--- src/rtl/win_seq_pkg.sv ---
package win_seq_pkg;
    typedef enum logic [2:0] {
        ST_IDLE,
        ST_WIN_WR,
        ST_WIN_RB,
        ST_DATA,
        ST_RESP
    } seq_state_e;
endpackage

--- src/rtl/win_addr_map.sv ---
module win_addr_map #(
    parameter int unsigned OFS_W     = 25,
    parameter int unsigned BAR_AW    = 20,
    parameter int unsigned WIN_SHIFT = 19,
    parameter int unsigned WIN_W     = 6
) (
    input  logic [OFS_W-1:0]  ofs,
    input  logic              win_en,
    output logic              direct,
    output logic [WIN_W-1:0]  win,
    output logic [BAR_AW-1:0] bar_addr
);
    localparam logic [BAR_AW-1:0] WIN_BASE = BAR_AW'(1) << WIN_SHIFT;

    logic low_ofs;

    always_comb begin
        low_ofs  = (ofs[OFS_W-1:WIN_SHIFT] == '0);
        direct   = !win_en || low_ofs;
        win      = ofs[WIN_SHIFT +: WIN_W];
        bar_addr = direct ? ofs[BAR_AW-1:0]
                          : (WIN_BASE | BAR_AW'(ofs[WIN_SHIFT-1:0]));
    end
endmodule

--- src/rtl/win_cache.sv ---
module win_cache #(
    parameter int unsigned WIN_W = 6
) (
    input  logic             clk,
    input  logic             rst_n,
    input  logic             load,
    input  logic [WIN_W-1:0] load_val,
    input  logic [WIN_W-1:0] cmp_val,
    output logic             hit
);
    typedef struct packed {
        logic             valid;
        logic [WIN_W-1:0] val;
    } cache_t;

    cache_t c_d, c_q;

    always_comb begin
        c_d = c_q;
        if (load) begin
            c_d.valid = 1'b1;
            c_d.val   = load_val;
        end
        hit = c_q.valid && (c_q.val == cmp_val);
    end

    always_ff @(posedge clk) begin
        if (!rst_n) c_q <= '0;
        else        c_q <= c_d;
    end


    cache_reset_miss_chk: assert property (@(posedge clk)
        $rose(rst_n) |-> !hit);
endmodule

--- src/rtl/win_access_seq.sv ---
module win_access_seq
    import win_seq_pkg::*;
#(
    parameter int unsigned OFS_W        = 25,
    parameter int unsigned DATA_W       = 32,
    parameter int unsigned BAR_AW       = 20,
    parameter int unsigned WIN_SHIFT    = 19,
    parameter int unsigned WIN_W        = 6,
    parameter int unsigned WIN_REG_OFS  = 'h310C,
    parameter int unsigned EN_BIT       = 30
) (
    input  logic              clk,
    input  logic              rst_n,
    input  logic              cfg_win_en,
    input  logic              cfg_force_prog,
    input  logic              req_valid,
    output logic              req_ready,
    input  logic              req_write,
    input  logic [OFS_W-1:0]  req_offset,
    input  logic [DATA_W-1:0] req_wdata,
    output logic              rsp_valid,
    output logic [DATA_W-1:0] rsp_rdata,
    output logic              err_win,
    output logic              m_valid,
    input  logic              m_ready,
    output logic              m_write,
    output logic [BAR_AW-1:0] m_addr,
    output logic [DATA_W-1:0] m_wdata,
    input  logic [DATA_W-1:0] m_rdata
);
    localparam logic [BAR_AW-1:0] WIN_REG  = BAR_AW'(WIN_REG_OFS);
    localparam logic [DATA_W-1:0] EN_MASK  = DATA_W'(1) << EN_BIT;

    typedef struct packed {
        seq_state_e        state;
        logic              is_write;
        logic [DATA_W-1:0] wdata;
        logic [BAR_AW-1:0] bar_addr;
        logic [WIN_W-1:0]  win;
        logic [DATA_W-1:0] rdata;
        logic              err;
    } seq_regs_t;

    seq_regs_t r_d, r_q;

    logic              map_direct;
    logic [WIN_W-1:0]  map_win;
    logic [BAR_AW-1:0] map_addr;
    logic              cache_hit;
    logic              cache_load;
    logic [DATA_W-1:0] win_word;

    win_addr_map #(
        .OFS_W(OFS_W), .BAR_AW(BAR_AW), .WIN_SHIFT(WIN_SHIFT), .WIN_W(WIN_W)
    ) u_map (
        .ofs(req_offset), .win_en(cfg_win_en),
        .direct(map_direct), .win(map_win), .bar_addr(map_addr)
    );

    win_cache #(.WIN_W(WIN_W)) u_cache (
        .clk(clk), .rst_n(rst_n),
        .load(cache_load), .load_val(r_q.win),
        .cmp_val(map_win), .hit(cache_hit)
    );

    always_comb begin
        r_d        = r_q;
        win_word   = EN_MASK | DATA_W'(r_q.win);
        m_valid    = 1'b0;
        m_write    = 1'b0;
        m_addr     = r_q.bar_addr;
        m_wdata    = r_q.wdata;
        cache_load = 1'b0;

        unique case (r_q.state)
            ST_IDLE: begin
                if (req_valid) begin
                    r_d.is_write = req_write;
                    r_d.wdata    = req_wdata;
                    r_d.bar_addr = map_addr;
                    r_d.win      = map_win;
                    r_d.rdata    = '0;
                    if (map_direct || (cache_hit && !cfg_force_prog))
                        r_d.state = ST_DATA;
                    else
                        r_d.state = ST_WIN_WR;
                end
            end
            ST_WIN_WR: begin
                m_valid = 1'b1;
                m_write = 1'b1;
                m_addr  = WIN_REG;
                m_wdata = win_word;
                if (m_ready) begin
                    cache_load = 1'b1;
                    r_d.state  = ST_WIN_RB;
                end
            end
            ST_WIN_RB: begin
                m_valid = 1'b1;
                m_addr  = WIN_REG;
                if (m_ready) begin
                    if (m_rdata != win_word) r_d.err = 1'b1;
                    r_d.state = ST_DATA;
                end
            end
            ST_DATA: begin
                m_valid = 1'b1;
                m_write = r_q.is_write;
                if (m_ready) begin
                    if (!r_q.is_write) r_d.rdata = m_rdata;
                    r_d.state = ST_RESP;
                end
            end
            ST_RESP: r_d.state = ST_IDLE;
            default: r_d.state = ST_IDLE;
        endcase
    end

    always_ff @(posedge clk) begin
        if (!rst_n) begin
            r_q       <= '0;
            r_q.state <= ST_IDLE;
        end else begin
            r_q <= r_d;
        end
    end

    assign req_ready = (r_q.state == ST_IDLE);
    assign rsp_valid = (r_q.state == ST_RESP);
    assign rsp_rdata = r_q.rdata;
    assign err_win   = r_q.err;


    m_hold_chk: assert property (@(posedge clk) disable iff (!rst_n)
        m_valid && !m_ready |=> m_valid && $stable(m_addr) && $stable(m_write) && $stable(m_wdata));


    rsp_pulse_chk: assert property (@(posedge clk) disable iff (!rst_n)
        rsp_valid |=> !rsp_valid && req_ready);


    ready_low_chk: assert property (@(posedge clk) disable iff (!rst_n)
        req_valid && req_ready |=> !req_ready);


    err_sticky_chk: assert property (@(posedge clk) disable iff (!rst_n)
        err_win |=> err_win);


    win_write_chk: assert property (@(posedge clk) disable iff (!rst_n)
        m_valid && m_write && m_addr == WIN_REG && !req_ready
            |-> m_wdata[EN_BIT]);


    rb_follows_chk: assert property (@(posedge clk) disable iff (!rst_n)
        m_valid && m_ready && m_write && m_addr == WIN_REG
            |=> m_valid && !m_write && m_addr == WIN_REG);
endmodule

--- config.mk ---
export PLATFORM = sky130hd
export DESIGN_NAME = win_access_seq
export DESIGN_NICKNAME = d
export VERILOG_FILES = /design/src/rtl/win_seq_pkg.sv /design/src/rtl/win_addr_map.sv /design/src/rtl/win_cache.sv /design/src/rtl/win_access_seq.sv
export SDC_FILE = /design/constraint.sdc
export NUM_CORES = 1
export LEC_CHECK = 0
export ABC_CLOCK_PERIOD_IN_PS = 1400
export BUFFER_PORTS_ARGS = -buffer_cell sky130_fd_sc_hd__buf_4
export CELL_PAD_IN_SITES_DETAIL_PLACEMENT = 1
export CELL_PAD_IN_SITES_GLOBAL_PLACEMENT = 1
export CORE_MARGIN = 4
export CORE_UTILIZATION = 31
export CTS_CLUSTER_SIZE = 12
export DETAILED_ROUTE_END_ITERATION = 16
export GPL_TIMING_DRIVEN = 0
export PLACE_DENSITY_LB_ADDON = 0.15
export REMOVE_ABC_BUFFERS = 1
export SYNTH_ARGS = -nofsm -noshare
export SYNTH_HDL_FRONTEND = slang
export SYNTH_SLANG_ARGS = --single-unit
--- constraint.sdc ---
create_clock -name clk -period 1.4 [get_ports clk]
set_input_delay 0.21 -clock clk [delete_from_list [all_inputs] [get_ports clk]]
set_output_delay 0.21 -clock clk [all_outputs]
set_load 0.03 [all_outputs]
; Yosys cells after proc, flatten, opt, wreduce, memory -nomap -nowiden
; Cells that the tools add are included.
[word_totals]
out_inout_bits = 89
reg_bits = 102
in_bits = 96
word_cells = 51
[op_classes]
n_reduce_logical = 15
n_mux = 16
eq_ne = 11
[ops]
columns = operator, n
row1 = 32-bit 2-to-1 mux, 3
row2 = 94-bit 2-to-1 mux, 1
row3 = 32-bit case mux with 2 select lines, 1
row4 = 20-bit 2-to-1 mux, 2
row5 = 32-bit by 31-bit != test with 1-bit output, 1
row6 = 3-bit case mux with 4 select lines, 1
row7 = 2-bit != test (second input constant), 5
row8 = 3-bit 2-to-1 mux, 3
row9 = 4-bit AND reduction, 2
row10 = 3-bit by 2-bit equality test with 1-bit output (second input constant), 2
row11 = 6-bit equality test, 1
row12 = 6-bit logical NOT, 1
row13 = 3-bit by 1-bit equality test with 1-bit output (second input constant), 1
row14 = 3-bit equality test (second input constant), 1
row15 = 3-bit logical NOT, 1
row16 = 1-bit 2-to-1 mux, 3
row17 = 3-bit AND reduction, 1
row18 = 3-bit OR reduction, 1
row19 = 1-bit logical AND, 2
row20 = 1-bit logical NOT, 2
row21 = 1-bit logical OR, 2
row22 = 2-bit 2-to-1 mux, 1
row23 = 1-bit case mux with 2 select lines, 1
row24 = 2-bit AND reduction, 1
row25 = 2 further kinds, 2

; Longest topological paths before layout
; Gate-level depths: netlist (run 1).
[depth]
ltp_word = 7
depth_mapped = 7

; Cells and area by module
; From an unflattened synthesis (run 1), not the netlist that was laid out.
[hier_totals]
hier_cells = 599
hier_area_um2 = 4999.8
[modules_own_cells]
columns = mod, seq_area_each_um2, area_per_inst_um2, instances, cells_per_inst
row1 = win_access_seq, 1901.8, 4459.3, 1, 542
row2 = win_cache, 140.1, 324.1, 1, 29
row3 = win_addr_map, 0.0, 216.5, 1, 28

; Worst setup path before layout (run 1)
; No wires, ideal clock.
[synth_timing]
path_type = register to output
startpoint = reg r_q[94] in the netlist's numbering
endpoint = out m_wdata[2]
path_stages_with_launch = 5
n_path_buf = 2
path_slack_ps = -235
arrival_time_ps = 1425
required_ps = 1190
path_cell_list = dfxtp_1 > buf_2 > nor3b_2 > buf_2 > mux2_2
[synth_between]
elab_chain_cells = 2
[synth_rtl]
columns = element, line_no
row1 = start: declaration, win_access_seq.sv:44  ; seq_regs_t r_d, r_q;
row2 = start signal: assignment, win_access_seq.sv:125  ; r_q <= r_d;
row3 = 3-bit by 1-bit equality test with 1-bit output, win_access_seq.sv:75  ; unique case (r_q.state)
row4 = 32-bit 2-to-1 mux, win_access_seq.sv:75
row5 = end: declaration, win_access_seq.sv:28  ; output logic [DATA_W-1:0] m_wdata,
; Every way passes these cells.

; Final worst setup path (run 1)
[layout_timing]
startpoint = reg r_q[93] in the netlist's numbering
endpoint = out m_wdata[2]
; The elaborated chain is that of the path after synthesis.

==> reports/qor.yml, run 1 <==
clk-insertion-delay-late_ns: 0.35
routed-via-count: 4485
worstMarginPinSlew_ns: 0.798
cts_tree: "yes"
fin_crit_ns: 1.82
hpwl_um: 9960
finalSetupViolations: 154
antenna_found_initial: 0
power_density_mw_per_mm2: 1210
ir_drop_mv: 0.688
finalMaxSlewViolations: 0
n_antenna_cell: 0
slew_headroom_pct: 46.8
track_usage_pct: 19.4
rsz0062_at_grt: "yes"
cts.clk_slew.worst_paths_ns: 0.07
antenna_left: 0
yosysSeqAreaShare_pct: 44.0
p_comb_share_pct: 35.1
cap_violations: 0
p_switching_mw: 2.98
p_sw_share_pct: 33.7
yosysUniqueCellTypes: 39
critPathLaunchType: "register"
synth_area_leader_cell: "dfxtp_1"
netlist_area_mm2: 0.00464
synthCells: 571
clock_sinks: 102
drt-wirelength-per-cell_um: 18.0
placementRows: 44
die_w_um: 130
dieHeight_um: 130
synth_edf_count: 0
end_kind: "output pin"
portBuffers: 184
grt_max_degree: 75
leakagePower_nw: 3.09
setup_slack_ns: -0.424
pwr-share-seq_pct: 37.5
p_int_mw: 5.87
grt_overflow: 0
synth-seq-cells: 102
layout_commonest_cell: "buf_4"
status: "finished, violations left"
dp_cells: 873
synth_area_per_cell_um2: 8.13
io_pins: 185
via_per_inst: 4.77
start_util_pct: 31.8
grt_pass1_wl_um: 25500
pwr-share-clk_pct: 27.4
min-delay-start: "req_offset[7]"
synth-async-reset-ratio_pct: 0
first_iter_violations: 119
critPathRequiredTime_ns: 1.19
instances_no_fill: 940
failed_checks: "setup timing"
fin_nets: 847
drive_above_1_share_pct: 44.3
die-area_mm2: 0.0170
mostFrequentLayoutCells: "buf_4, nand2_1, dfxtp_1, nor2b_1, a21boi_1"
min_path_type: "primary input to register"
htreeDepth: 3
synth_top_area_share_pct: 44.0
clock-root-buffer: "clkbuf_16"
core_region_area_mm2: 0.0146
r2r_start: "r_q[93]$_SDFFE_PN0P_"
crit_path_max_fanout: 8
globalplace.congestion: 0.784
postPlaceCellArea_mm2: 0.00593
fmax_mhz: 548
firstDrtPassIters: 4
clock_skew_ns: 0.00642
yosys-top-cells-area: "dfxtp_1, nand2_1, a21boi_0"
finalCritPeriodShare_pct: 130
finish.instance_area_mm2: 0.00729
synth_ff_type: "dfxtp_1"
clock_path_buffers: 2
cts_buffers: 9
critical_path_class: "register to output pin"
finalHoldViolations: 0
drc: 0
cp-startpoint: "r_q[93]$_SDFFE_PN0P_"
wirelength_um: 16900
yosysWarnings: 0
area_delta_synth_final_pct: 57.2
worstPathArrival_ns: 1.61
grt_pass1_vias: 4745
-- per-stage QoR --
step	setup WS (ns)	setup TNS (ns)	utilization (%)	total power, mW	hold WS [ns]
2_1_floorplan	-1.40	-154.59	-	4.59	0.306
3_3_place_gp	-3.10	-319.35	40.0	5.50	0.436
3_5_place_dp	-1.74	-139.07	40.7	5.61	0.445
4_1_cts	-0.439	-39.91	48.8	8.82	0.0892
5_1_grt	-0.476	-54.92	50.0	9.32	0.0862
6_report	-0.424	-44.22	50.0	8.85	0.0995
-- registers in the layout (all words and copies together) (netlist names) --
register,count
rsp_rdata,32
r_q,62
err_win,1
u_cache.c_q,7
-- synth_stat cells, types with 2 or more instances --
cell / count
a21boi_0: 49
a21boi_1: 10
a21oi_1: 33
and2_1: 2
buf_2: 20
buf_4: 35
clkbuf_1: 15
dfxtp_1: 102
mux2_2: 6
mux2i_1: 6
nand2_1: 151
nand2b_1: 3
nor2_1: 38
nor2b_1: 47
nor3_1: 4
nor3b_2: 2
nor4_1: 7
o21ai_0: 2
or2_2: 6
or4_1: 2
xnor2_1: 5
xor2_1: 9
-- cells by family after synthesis --
logic type                synth area share, %
DFF                                      44.0
and+or+nand+nor                          26.6
AOI/OAI and AO/OA                        14.9
buffers and inverters                    9.19
xor gates and xnor gates                 2.64
muxes                                    2.75
-- path summary, 6_finish.rpt --
path                                     to  depth (start not counted)  slack (ns)
setup / recovery                 m_wdata[2]                          4       -0.42
hold / removal         r_q[46]$_SDFFE_PN0P_                          3         0.1
setup reg to reg  rsp_rdata[6]$_SDFFE_PN0P_                          7       -0.40
hold reg to reg        r_q[43]$_SDFFE_PN0P_                          2        0.45
-- critical path, stage by stage (launching register included) --
cell     delay, ns
dfxtp_4       0.39
nor3b_4       0.24
buf_12        0.18
mux2_4        0.31
buf_6         0.14
-- repair_timing --
item                                    4_1_cts  5_1_grt
endpoints found under the setup margin      156      155
endpoints found under the hold margin         0        0
gates cloned                                 12        0
buffers inserted                             36        4
gates resized for setup                     127       58
hold buffers                                  0        0
pin swaps                                    16        7
-- power by group through the flow --
stage / clock network (mW) / registers (mW) / logic (mW)
final: 2.42 / 3.32 / 3.11
after global routing: 2.64 / 3.36 / 3.32
after CTS: 2.49 / 3.32 / 3.01
after detailed placement: 0 / 3.39 / 2.22
after global placement: 0 / 3.37 / 2.13
after floorplan: 0 / 3.57 / 1.01
-- layer usage --
| layer | GRT usage [%] | up-vias | routed length, µm |
|---|---|---|---|
| met5 | 0 | - | 0 |
| met4 | 6.17 | 0 | 230 |
| met3 | 5.69 | 15 | 1290 |
| met2 | 33.3 | 129 | 8310 |
| met1 | 23.5 | 2145 | 7070 |
| li1 | - | 2196 | - |
-- cell type report --
cell class / count / area [µm²]
repair buffers: 233 / 2130
flip-flops and latches: 102 / 2050
fillers: 1674 / 7300
inverters: 1 / 3.75
clock inverters: 5 / 33.8
clock buffers: 11 / 243
multi-input cells: 404 / 2600
well taps: 184 / 230
Note: power is estimated with default switching activity, not from simulation.
==> run 2, diff against run 1 <==
--- a/config.mk
+++ b/config.mk
@@ -5,6 +5,7 @@
 export SDC_FILE = /design/constraint.sdc
 export NUM_CORES = 1
 export LEC_CHECK = 0
+export ABC_AREA = 0
 export ABC_CLOCK_PERIOD_IN_PS = 1400
 export BUFFER_PORTS_ARGS = -buffer_cell sky130_fd_sc_hd__buf_4
 export CELL_PAD_IN_SITES_DETAIL_PLACEMENT = 1
@@ -14,8 +15,9 @@
 export CTS_CLUSTER_SIZE = 12
 export DETAILED_ROUTE_END_ITERATION = 16
 export GPL_TIMING_DRIVEN = 0
-export PLACE_DENSITY_LB_ADDON = 0.15
+export PLACE_DENSITY_LB_ADDON = 0.3
 export REMOVE_ABC_BUFFERS = 1
+export SETUP_SLACK_MARGIN = 0.4
 export SYNTH_ARGS = -nofsm -noshare
 export SYNTH_HDL_FRONTEND = slang
 export SYNTH_SLANG_ARGS = --single-unit
==> reports/qor.yml, run 2 (synthesis results as in run 1) <==
grt_pass1_wl_um: 25000
fin_crit_ns: 1.90
postCtsHoldBufs: 0
placementRows: 44
finish.instance_area_mm2: 0.00735
critPathLaunchType: "register"
drive_above_1_share_pct: 41.9
cts.clk_slew.worst_paths_ns: 0.07
via_per_inst: 4.83
rsz0062_at_grt: "yes"
finalMaxSlewViolations: 0
finalCritPeriodShare_pct: 135
cts_tree: "yes"
p_switching_mw: 2.95
firstDrtPassIters: 4
clock_skew_ns: 0.00304
grtUsageMet3_pct: 7.45
globalplace.congestion: 0.767
finalSetupViolations: 154
cts_buffers: 9
postPlaceCellArea_mm2: 0.00592
layout_commonest_cell: "buf_4"
track_usage_pct: 19.1
total_power_mw: 9.40
hpwl_um: 10000
min_path_type: "primary input to register"
leakagePower_nw: 3.16
grt_pass1_vias: 4683
pwr-share-clk_pct: 31.1
clock_path_buffers: 2
area_delta_synth_final_pct: 58.5
antenna_found_initial: 0
clock-root-buffer: "clkbuf_16"
busiest_layer: "met2"
grt_use_met2_pct: 33.2
worstMarginPinSlew_ns: 0.793
use_met1_pct: 21.9
worstPathArrival_ns: 1.69
die_w_um: 130
clock_sinks: 102
crit_path_max_fanout: 9
slew_headroom_pct: 47.1
regMostFlops: "r_q"
power_density_mw_per_mm2: 1280
n_antenna_cell: 0
failed_checks: "setup timing"
grt_overflow: 0
dieHeight_um: 130
status: "finished, violations left"
end_kind: "output pin"
die-area_mm2: 0.0170
fin_nets: 848
largest_reg_flops: 62
finalHoldViolations: 0
drc: 0
start_util_pct: 31.8
grt_max_degree: 75
wirelength_um: 17600
antenna_left: 0
drt-wirelength-per-cell_um: 18.8
htreeDepth: 3
cap_violations: 0
core_region_area_mm2: 0.0146
pwr-share-seq_pct: 35.5
portBuffers: 184
setup_slack_ns: -0.496
ir_drop_mv: 0.894
p_sw_share_pct: 31.4
mostFrequentLayoutCells: "buf_4, nand2_1, dfxtp_1, buf_6, a21boi_1"
critical_path_class: "register to output pin"
critPathRequiredTime_ns: 1.19
p_comb_share_pct: 33.4
p_int_mw: 6.44
clk-insertion-delay-late_ns: 0.35
fmax_mhz: 528
first_iter_violations: 108
io_pins: 185
routed-via-count: 4542
[run 2: area by class of cell]
cell class | count | area [µm²]
Fill cell | 1642 | 7240
Multi-Input combinational cell | 404 | 2520
Timing Repair Buffer | 234 | 2200
Sequential cell | 102 | 2050
Clock buffer | 10 | 239
Tap cell | 184 | 230
Clock inverter | 6 | 109
Inverter | 1 | 3.75
[run 2: worst paths after layout]
check,slack (ns),to,startpoint,cells past startpoint
worst max-delay path,-0.50,m_wdata[2],r_q[92]$_SDFFE_PN0P_,4
worst min-delay path,0.1,r_q[79]$_SDFFE_PN0P_,req_wdata[20],3
worst max register to register,-0.46,r_q[93]$_SDFFE_PN0P_,r_q[92]$_SDFFE_PN0P_,6
worst min register to register,0.45,r_q[70]$_SDFFE_PN0P_,r_q[70]$_SDFFE_PN0P_,2
[run 2: through the flow]
| stage | instances | utilization, % | setup slack, ns | TNS (ns) | hold WS [ns] |
|---|---|---|---|---|---|
| after detailed placement | 872 | 40.6 | -2.28 | -163.50 | 0.444 |
| after CTS | 922 | 47.1 | -0.494 | -41.30 | 0.0787 |
| final | 941 | 50.4 | -0.496 | -50.51 | 0.0982 |
| after global placement | 868 | 40.0 | -3.09 | -311.06 | 0.436 |
| after floorplan | 500 | - | -1.40 | -154.59 | 0.306 |
| after global routing | 941 | 50.4 | -0.560 | -59.27 | 0.0920 |
[run 2: repair_timing]
item,in CTS,in global routing
endpoints found under the setup margin,191,191
gates resized for setup,83,89
setup buffers,24,15
hold endpoints to repair,0,0
gates cloned,10,4
pin swaps,13,11
[run 2: routing by layer]
metal	wire [µm]	vias to the layer above
met4	269	0
met2	8740	153
met3	1560	18
li1	-	2187
met5	0	-
met1	7080	2184
[run 2: power groups by stage]
stage	sequential (mW)	clock (mW)	combinational (mW)
finish	3.34	2.92	3.13
global route	3.37	3.13	3.33
CTS	3.33	3.01	2.79
detailed placement	3.39	0	2.23
global placement	3.37	0	2.12
floorplan	3.57	0	1.01
[run 2: critical path, cell delays in order (launching register included)]
cell and delay (ns):
dfxtp_4 0.42, nor3b_4 0.25, buf_12 0.17, mux2_2 0.35, buf_6 0.14
==> run 3, diff against run 2 <==
--- a/config.mk
+++ b/config.mk
@@ -15,7 +15,7 @@
 export CTS_CLUSTER_SIZE = 12
 export DETAILED_ROUTE_END_ITERATION = 16
 export GPL_TIMING_DRIVEN = 0
-export PLACE_DENSITY_LB_ADDON = 0.3
+export PLACE_DENSITY = 0.76
 export REMOVE_ABC_BUFFERS = 1
 export SETUP_SLACK_MARGIN = 0.4
 export SYNTH_ARGS = -nofsm -noshare
==> reports/qor.yml, run 3 (synthesis results as in run 1) <==
rsz0062_at_grt: "yes"
grt_max_degree: 75
drive_above_1_share_pct: 55.4
dp_cells: 873
antenna_left: 0
fmax_mhz: 519
setup_slack_ns: -0.529
status: "finished, violations left"
clock-root-buffer: "clkbuf_16"
critPathRequiredTime_ns: 1.19
min_path_type: "primary input to register"
htreeDepth: 3
dieHeight_um: 130
wirelength_um: 19800
core_region_area_mm2: 0.0146
post-place-ws_ns: -2.24
die_w_um: 130
max_stage_delay_ns: 0.37
worstMarginPinSlew_ns: 0.789
largest_reg_flops: 62
postCtsHoldBufs: 0
firstDrtPassIters: 4
finalSetupViolations: 155
power_density_mw_per_mm2: 1220
first_iter_violations: 158
crit_chain: "buf_12, xnor2_4, buf_12, nor2_4, buf_6, nor2b_1, buf_4"
clock_path_buffers: 2
placementRows: 44
routed-via-count: 4768
cts_buffers: 9
regMostFlops: "r_q"
cap_violations: 0
crit_top_cell: "buf_12"
ir_drop_mv: 0.766
worstPathArrival_ns: 1.72
start_util_pct: 31.8
layout_commonest_cell: "buf_4"
cts_tree: "yes"
cp_top_family: "buffers and inverters"
globalplace.congestion: 0.846
mostFrequentLayoutCells: "buf_4, nand2_1, buf_6, dfxtp_1, nor2_1"
cp_num_buf_inv: 4
finalHoldViolations: 0
end_kind: "output pin"
via_per_inst: 4.92
drt-wirelength-per-cell_um: 20.4
track_usage_pct: 20.8
critPathLaunchType: "register"
grt_overflow: 0
antenna_found_initial: 0
io_pins: 185
drc: 0
critical_path_class: "register to output pin"
portBuffers: 184
whs_ns: 0.0943
cp_slowest_cell: "dfxtp_4"
finalMaxSlewViolations: 0
finalCritPeriodShare_pct: 138
fillCellCount: 1557
grt_pass1_vias: 4899
n_antenna_cell: 0
fin_crit_ns: 1.93
crit_path_max_fanout: 5
grt_pass1_wl_um: 26900
die-area_mm2: 0.0170
clock_skew_ns: 0.00579
leakagePower_nw: 3.55
clock_sinks: 102
failed_checks: "setup timing"
area_delta_synth_final_pct: 78.5
instances_no_fill: 969
clk-insertion-delay-late_ns: 0.35
hpwl_um: 10400
cts.clk_slew.worst_paths_ns: 0.07
fin_nets: 876
slew_headroom_pct: 47.4
==> run 3: cell types whose count changed in the layout (fill, tap and decap cells not counted), moves of 13 or more <==
cell	change
a21oi_1	-20
a21oi_2	+19
buf_4	-27
buf_6	+45
dfxtp_1	-33
dfxtp_2	+32
nand2_1	-14
nand2_4	+14
nor2b_1	-13
nor2b_4	+14
==> run 3: report_power, final <==
part | internal, mW | leakage [nW] | switching [mW] | total (mW)
clock | 1.82 | 0.174 | 1.21 | 3.02
combinational | 1.82 | 2.52 | 1.86 | 3.68
sequential | 3.18 | 0.851 | 0.189 | 3.37
total | 6.81 | 3.55 | 3.26 | 10.1
==> run 3: layout make-up <==
type	instances	area [µm²]	share of cell area [%]
timing repair buffer	260	2720	32.8
inverter	1	3.75	0.0453
sequential	102	2100	25.3
clock buffer	10	239	2.88
tap	184	230	2.78
multi-input combinational	406	2880	34.8
clock inverter	6	116	1.40
==> run 3: worst paths after layout <==
kind                           to  slack [ns]                 start  cells after the start
max                    m_addr[15]       -0.53  r_q[92]$_SDFFE_PN0P_                      7
min          r_q[92]$_SDFFE_PN0P_        0.09               m_ready                      2
max reg2reg  r_q[77]$_SDFFE_PN0P_       -0.46  r_q[92]$_SDFFE_PN0P_                      7
min reg2reg  r_q[43]$_SDFFE_PN0P_        0.46  r_q[43]$_SDFFE_PN0P_                      2
==> run 3: per-layer routing <==
| layer | track usage [%] | share of wire [%] |
|---|---|---|
| met1 | 24.6 | 40 |
| met2 | 35.7 | 50 |
| met3 | 6.71 | 8.6 |
| met4 | 6.84 | 1.8 |
| met5 | 0 | 0 |
==> run 3: stage by stage <==
stage | setup TNS, ns | util, % | power, mW | instance area (µm²)
floorplan | -154.59 | - | 4.59 | 4220
global placement | -307.68 | 40.0 | 5.49 | 5830
detailed placement | -158.93 | 40.7 | 5.64 | 5940
CTS | -52.50 | 50.9 | 9.57 | 7430
global route | -58.67 | 56.8 | 10.5 | 8290
finish | -51.06 | 56.8 | 10.1 | 8290
==> run 3: timing repair <==
action / in CTS / in global routing
endpoints found under the hold margin: 0 / 0
buffers inserted: 43 / 18
gates cloned: 14 / 5
endpoints found under the setup margin: 191 / 191
resized for setup: 179 / 178
pin swaps: 18 / 47
==> run 3: worst register-to-register path, stage by stage, from the launching register on <==
cell and delay (ns):
dfxtp_4 0.37, buf_4 0.16, or4b_4 0.52, buf_6 0.14, buf_6 0.13, bufbuf_16 0.27, nand2_1 0.07, a21boi_0 0.08
